## src/rtl/cag_pkg.sv

```systemverilog
package cag_pkg;
  typedef enum logic [1:0] {
    ST_IDLE = 2'd0,
    ST_WAIT = 2'd1,
    ST_ACK  = 2'd2
  } ack_state_e;
endpackage

```

## src/rtl/cag_ack_fsm.sv

```systemverilog
module cag_ack_fsm #(
  parameter int WAIT_MODE   = 0,
  parameter int WAIT_CYCLES = 2
) (
  input  logic                  clk,
  input  logic                  rst_n,
  input  logic                  oe_n,
  input  logic                  ack_early_n,
  input  logic                  mem_rd_valid,
  output cag_pkg::ack_state_e   state_o,
  output logic                  dtack_n
);
  import cag_pkg::*;

  localparam int CNT_W = (WAIT_CYCLES > 1) ? $clog2(WAIT_CYCLES) : 1;

  ack_state_e state_q, state_d;
  logic       wait_done;

  generate
    if (WAIT_MODE == 0) begin : g_fixed
      logic [CNT_W-1:0] cnt_q, cnt_d;

      assign wait_done = (cnt_q == CNT_W'(WAIT_CYCLES - 1));

      always_comb begin
        cnt_d = cnt_q;
        if (state_q == ST_IDLE)
          cnt_d = '0;
        else if (state_q == ST_WAIT && !wait_done)
          cnt_d = cnt_q + 1'b1;
      end

      always_ff @(posedge clk or negedge rst_n) begin
        if (!rst_n) cnt_q <= '0;
        else        cnt_q <= cnt_d;
      end
    end else begin : g_ready
      assign wait_done = mem_rd_valid;
    end
  endgenerate

  always_comb begin
    state_d = state_q;
    case (state_q)
      ST_IDLE: if (!oe_n && !ack_early_n) state_d = ST_WAIT;
      ST_WAIT: if (wait_done)             state_d = ST_ACK;
      ST_ACK:  if (ack_early_n)           state_d = ST_IDLE;
      default:                            state_d = ST_IDLE;
    endcase
  end

  always_ff @(posedge clk or negedge rst_n) begin
    if (!rst_n) state_q <= ST_IDLE;
    else        state_q <= state_d;
  end

  assign state_o = state_q;
  assign dtack_n = (state_q == ST_ACK) ? ack_early_n : 1'b1;
endmodule

```

## src/rtl/cag_addr_overlay.sv

```systemverilog
module cag_addr_overlay #(
  parameter int                ADDR_W   = 22,
  parameter int                OVL_W    = 18,
  parameter logic [ADDR_W-1:0] ROM_BASE = 22'h3C0000
) (
  input  logic              clk,
  input  logic              rst_n,
  input  logic              overlay_clr,
  input  logic [ADDR_W-1:0] chip_addr,
  output logic [ADDR_W-1:0] mem_addr,
  output logic              ovl_on
);
  logic ovl_q, ovl_d;
  logic in_win;

  generate
    if (OVL_W >= ADDR_W) begin : g_full
      assign in_win = 1'b1;
    end else begin : g_part
      assign in_win = (chip_addr[ADDR_W-1:OVL_W] == '0);
    end
  endgenerate

  assign ovl_d = ovl_q & ~overlay_clr;

  always_ff @(posedge clk or negedge rst_n) begin
    if (!rst_n) ovl_q <= 1'b1;
    else        ovl_q <= ovl_d;
  end

  // ROM_BASE has its low OVL_W bits clear, so an OR acts as the add
  assign mem_addr = (ovl_q && in_win) ? (chip_addr | ROM_BASE) : chip_addr;
  assign ovl_on   = ovl_q;
endmodule

```

## src/rtl/cag_rd_path.sv

```systemverilog
module cag_rd_path #(
  parameter int DATA_W = 16
) (
  input  logic              clk,
  input  logic              rst_n,
  input  logic              oe_n,
  input  logic              mem_rd_valid,
  input  logic [DATA_W-1:0] mem_rd_data,
  input  logic              hold,
  output logic              mem_rd_req,
  output logic [DATA_W-1:0] rd_data
);
  logic              oe_q;
  logic              req_q, req_d;
  logic [DATA_W-1:0] data_q, data_d;
  logic              data_en;

  assign req_d   = oe_q & ~oe_n;
  assign data_en = mem_rd_valid & ~hold;
  assign data_d  = data_en ? mem_rd_data : data_q;

  always_ff @(posedge clk or negedge rst_n) begin
    if (!rst_n) begin
      oe_q   <= 1'b1;
      req_q  <= 1'b0;
      data_q <= '0;
    end else begin
      oe_q   <= oe_n;
      req_q  <= req_d;
      data_q <= data_d;
    end
  end

  assign mem_rd_req = req_q;
  assign rd_data    = data_q;
endmodule

```

## src/rtl/cpu_ack_gate.sv

```systemverilog
module cpu_ack_gate #(
  parameter int                ADDR_W      = 22,
  parameter int                DATA_W      = 16,
  parameter int                OVL_W       = 18,
  parameter logic [ADDR_W-1:0] ROM_BASE    = 22'h3C0000,
  parameter int                WAIT_MODE   = 0,
  parameter int                WAIT_CYCLES = 2
) (
  input  logic              clk,
  input  logic              rst_n,
  input  logic              oe_n,
  input  logic              ack_early_n,
  input  logic [ADDR_W-1:0] chip_addr,
  input  logic              overlay_clr,
  input  logic              mem_rd_valid,
  input  logic [DATA_W-1:0] mem_rd_data,
  output logic              dtack_n,
  output logic              mem_rd_req,
  output logic [ADDR_W-1:0] mem_addr,
  output logic [DATA_W-1:0] cpu_rd_data
);
  import cag_pkg::*;

  ack_state_e state_w;
  logic       ovl_on_w;
  logic       in_ack_w;

  assign in_ack_w = (state_w == ST_ACK);

  cag_ack_fsm #(
    .WAIT_MODE   (WAIT_MODE),
    .WAIT_CYCLES (WAIT_CYCLES)
  ) u_fsm (
    .clk          (clk),
    .rst_n        (rst_n),
    .oe_n         (oe_n),
    .ack_early_n  (ack_early_n),
    .mem_rd_valid (mem_rd_valid),
    .state_o      (state_w),
    .dtack_n      (dtack_n)
  );

  cag_addr_overlay #(
    .ADDR_W   (ADDR_W),
    .OVL_W    (OVL_W),
    .ROM_BASE (ROM_BASE)
  ) u_ovl (
    .clk         (clk),
    .rst_n       (rst_n),
    .overlay_clr (overlay_clr),
    .chip_addr   (chip_addr),
    .mem_addr    (mem_addr),
    .ovl_on      (ovl_on_w)
  );

  cag_rd_path #(
    .DATA_W (DATA_W)
  ) u_rd (
    .clk          (clk),
    .rst_n        (rst_n),
    .oe_n         (oe_n),
    .mem_rd_valid (mem_rd_valid),
    .mem_rd_data  (mem_rd_data),
    .hold         (in_ack_w),
    .mem_rd_req   (mem_rd_req),
    .rd_data      (cpu_rd_data)
  );
endmodule

```

## config.mk

```make
export PLATFORM = sky130hd
export DESIGN_NAME = cpu_ack_gate
export DESIGN_NICKNAME = d
export VERILOG_FILES = /design/src/rtl/cag_pkg.sv /design/src/rtl/cag_ack_fsm.sv /design/src/rtl/cag_addr_overlay.sv /design/src/rtl/cag_rd_path.sv /design/src/rtl/cpu_ack_gate.sv
export SDC_FILE = /design/constraint.sdc
export NUM_CORES = 1
export LEC_CHECK = 0
export CORE_MARGIN = 5
export CORE_UTILIZATION = 48
export CTS_CLUSTER_DIAMETER = 100
export CTS_CLUSTER_SIZE = 30
export DETAILED_ROUTE_END_ITERATION = 7
export DONT_BUFFER_PORTS = 1
export GPL_ROUTABILITY_DRIVEN = 0
export GPL_TIMING_DRIVEN = 0
export PLACE_DENSITY_LB_ADDON = 0.12
export SLEW_MARGIN = 40
export SYNTH_ARGS = -nofsm -noshare
export SYNTH_HDL_FRONTEND = slang
export SYNTH_SLANG_ARGS = --single-unit
```

## constraint.sdc

```tcl
create_clock -name clk -period 2.24 [get_ports clk]
set_clock_uncertainty 0.15 [all_clocks]
set_input_delay 0.336 -clock clk [delete_from_list [all_inputs] [get_ports clk]]
set_output_delay 0.336 -clock clk [all_outputs]
set_load 0.01 [all_outputs]
```

==> flow_metrics.tcl <==
set metrics [dict create \
    clock_path_buffers 2 \
    dpl.hpwl_um 1686 \
    crit_path_start "u_fsm.state_o[0]" \
    wire_per_inst_um 18.07 \
    critPathMaxStageDelay_ns 0.56 \
    cts_resized 0 \
    timing.rr.start "u_fsm.state_o[0]" \
    route.detailed.drc 0 \
    rsz0062_at_grt "false" \
    switching_share_pct 28.51 \
    cp.arrival_ns 1.34 \
    synth-seq-area-share_pct 52.56 \
    clk_latency_ns 0.30 \
    min_from "mem_rd_data[6]" \
    fin_ws_ns 0.4186 \
    worst_pin_slew_ns 0.4697 \
    ios 84 \
    die_width_um 56.82 \
    intPower_w 0.0008786 \
    rows 17 \
    hold_class "in -> reg" \
    grt_max_degree 23 \
    synth_top_cell_area_share_pct 47.56 \
    syn_area_sq_um 1052 \
    synthToLayoutAreaGrowth_pct 22.12 \
    antenna_found_initial 0 \
    die_area_sq_um 3229 \
    root_buffer "clkbuf_4" \
    whs_ns 0.03582 \
    finalSetupTns_ns 0 \
    max_freq_mhz 549.0 \
    grt_pass1_wl_um 3091 \
    crit_required_ns 1.75 \
    dp_cells 105 \
    path_buf_inv 0 \
    crit_chain "or3_2" \
    antennaDiodeCount 0 \
    maxSlewViolCount 0 \
    dp_slack_ns 0.7169 \
    maxCapViolations 0 \
    critPathTopFamily "simple AND/OR/NAND/NOR gates" \
    clkPwrFrac_pct 23.8 \
    via_per_inst 5.000 \
    relSlewSlack_pct 68.69 \
    period_minus_slack_ns 1.821 \
    crit_path_start_kind "flip-flop" \
    total_power_w 0.001229 \
    grt_pass1_vias 614 \
    synth_nets 121 \
    switchingPower_w 0.0003504 \
    drtIter0Drc 17 \
    core_sq_um 2148 \
    finalHoldViolations 0 \
    start_util_pct 48.98 \
    setup_violations 0 \
    grt_usage_pct 12.50 \
    critical_path_peak_fanout 6 \
    mostFrequentLayoutCell "dfrtp_1" \
    crit_type "reg -> out" \
    drive_above_1_share_pct 50.00 \
    nNetsFinal 141 \
    port_buffers 0 \
    drt-total-wl_um 2241 \
    die_h_um 56.82 \
    tritoncts "done" \
    ys_types 18 \
    pwr-share-comb_pct 24.4 \
    post_cts_buffers 0 \
    final_cell_mix "20 x dfrtp_1, 18 x buf_4, 14 x dlygate4sd3_1" \
    p_seq_share_pct 51.8 \
    firstDrtPassIters 4 \
    n_fill_cell 184 \
    postRouteAntennaNets 0 \
    yosys_register_bits 22 \
    ys_top_cells_by_area "dfrtp_1 48%, mux2_4 14%, buf_4 13%, mux2_2 7.5%, dfstp_2 5.0%" \
    numCtsBuffers 3 \
    grt_overflow 0 \
    cp-end-kind "output pin" \
    fin_crit_sh_pct 81.31 \
    yosys_warnings 0 \
    stdcell_count 124 \
    critPathSlowestCell "or3_2" \
    power_density_nw_per_um2 956.5 \
    leakagePower_nw 0.6054 \
    clk_pin_slew_worst_paths_ns 0.12 \
    netlist_instances 77 \
    htree_levels 1 \
    syn_area_per_cell_sq_um 13.67 \
    via_count 620 \
    status "finished, final reports clean" \
    yosysTopAreaCell "dfrtp_1" \
    vdd_drop_max_uv 826.6 \
    clock-sinks 22 \
]
==> per-layer routing <==
layer / wire [um] / global-route usage (%) / vias up
met1: 798 / 14.49 / 304
met2: 1194 / 19.64 / 36
met3: 248 / 8.276 / 0
met5: 0 / 0 / -
li1: - / - / 280
met4: 0 / 1.987 / 0
==> area by class of cell <==
type,instances,area [sq um],area share [%]
clock inverters,1,30.03,2.337
flip-flops and latches,22,553.0,43.04
repair buffers,15,145.1,11.30
clock buffers,3,22.52,1.753
plain buffers,19,155.1,12.07
well taps,28,35.03,2.726
inverters,4,15.01,1.168
multi-input cells,32,329.1,25.61
==> path summary, 6_finish.rpt <==
| path | to | slack, ns | depth (start not counted) |
|---|---|---|---|
| max in group asynchronous | u_rd.oe_q | 1.22 | 2 |
| min | u_rd.rd_data[6] | 0.04 | 1 |
| max reg2reg | u_rd.rd_data[10] | 0.70 | 3 |
| max | dtack_n | 0.42 | 1 |
| min reg2reg | u_fsm.state_o[0] | 0.33 | 1 |
| min in group asynchronous | u_rd.rd_data[1] | 0.36 | 2 |
==> logic make-up (layout without fill, tap and decap cells) <==
family / after synthesis / count (layout) / synth area share (%)
AND/OR/NAND/NOR: 9 / 9 / 4.399
flip-flops: 22 / 22 / 52.56
AO/OA/AOI/OAI: 6 / 6 / 5.113
multiplexers: 17 / 17 / 21.76
buffers and inverters: 23 / 42 / 16.17
==> power groups by stage <==
stage | clock network [W] | registers (W) | logic, W
6_report | 0.000293 | 0.000636 | 0.000300
5_1_grt | 0.000334 | 0.000651 | 0.000326
4_1_cts | 0.000308 | 0.000638 | 0.000288
3_5_place_dp | 0 | 0.000644 | 0.000276
3_3_place_gp | 0 | 0.000642 | 0.000270
2_1_floorplan | 0 | 0.000618 | 0.000251
==> synth_stat cells <==
| library cell | count |
|---|---|
| dfrtp_1 | 20 |
| buf_4 | 18 |
| mux2_4 | 10 |
| mux2_2 | 7 |
| inv_1 | 3 |
| a31o_2 | 2 |
| dfstp_2 | 2 |
| nand3_1 | 2 |
| nor2_1 | 2 |
| nor2b_1 | 2 |
| o21bai_1 | 2 |
| a21oi_1 | 1 |
| buf_12 | 1 |
| inv_2 | 1 |
| nand2_1 | 1 |
| nor3_1 | 1 |
| o21ai_4 | 1 |
| or3_2 | 1 |
==> flip-flops by register name, summed over array words and instances, names as in the netlist <==
| signal | cells |
|---|---|
| u_rd.rd_data | 16 |
| u_fsm.state_o | 2 |
| u_fsm.g_fixed.cnt_q | 1 |
| u_ovl.ovl_on | 1 |
| u_rd.mem_rd_req | 1 |
| u_rd.oe_q | 1 |
==> stage by stage <==
| step | util (%) | area, sq um |
|---|---|---|
| 2_1_floorplan | - | 1052 |
| 3_3_place_gp | 50.61 | 1087 |
| 3_5_place_dp | 50.61 | 1087 |
| 4_1_cts | 54.46 | 1170 |
| 5_1_grt | 59.81 | 1285 |
| 6_report | 59.81 | 1285 |
==> repair_timing <==
action / CTS / global route
endpoints found under the hold margin: 25 / 31
hold buffers: 3 / 12
setup endpoints to repair: 0 / 0
Power figures use the tool's default switching activity.
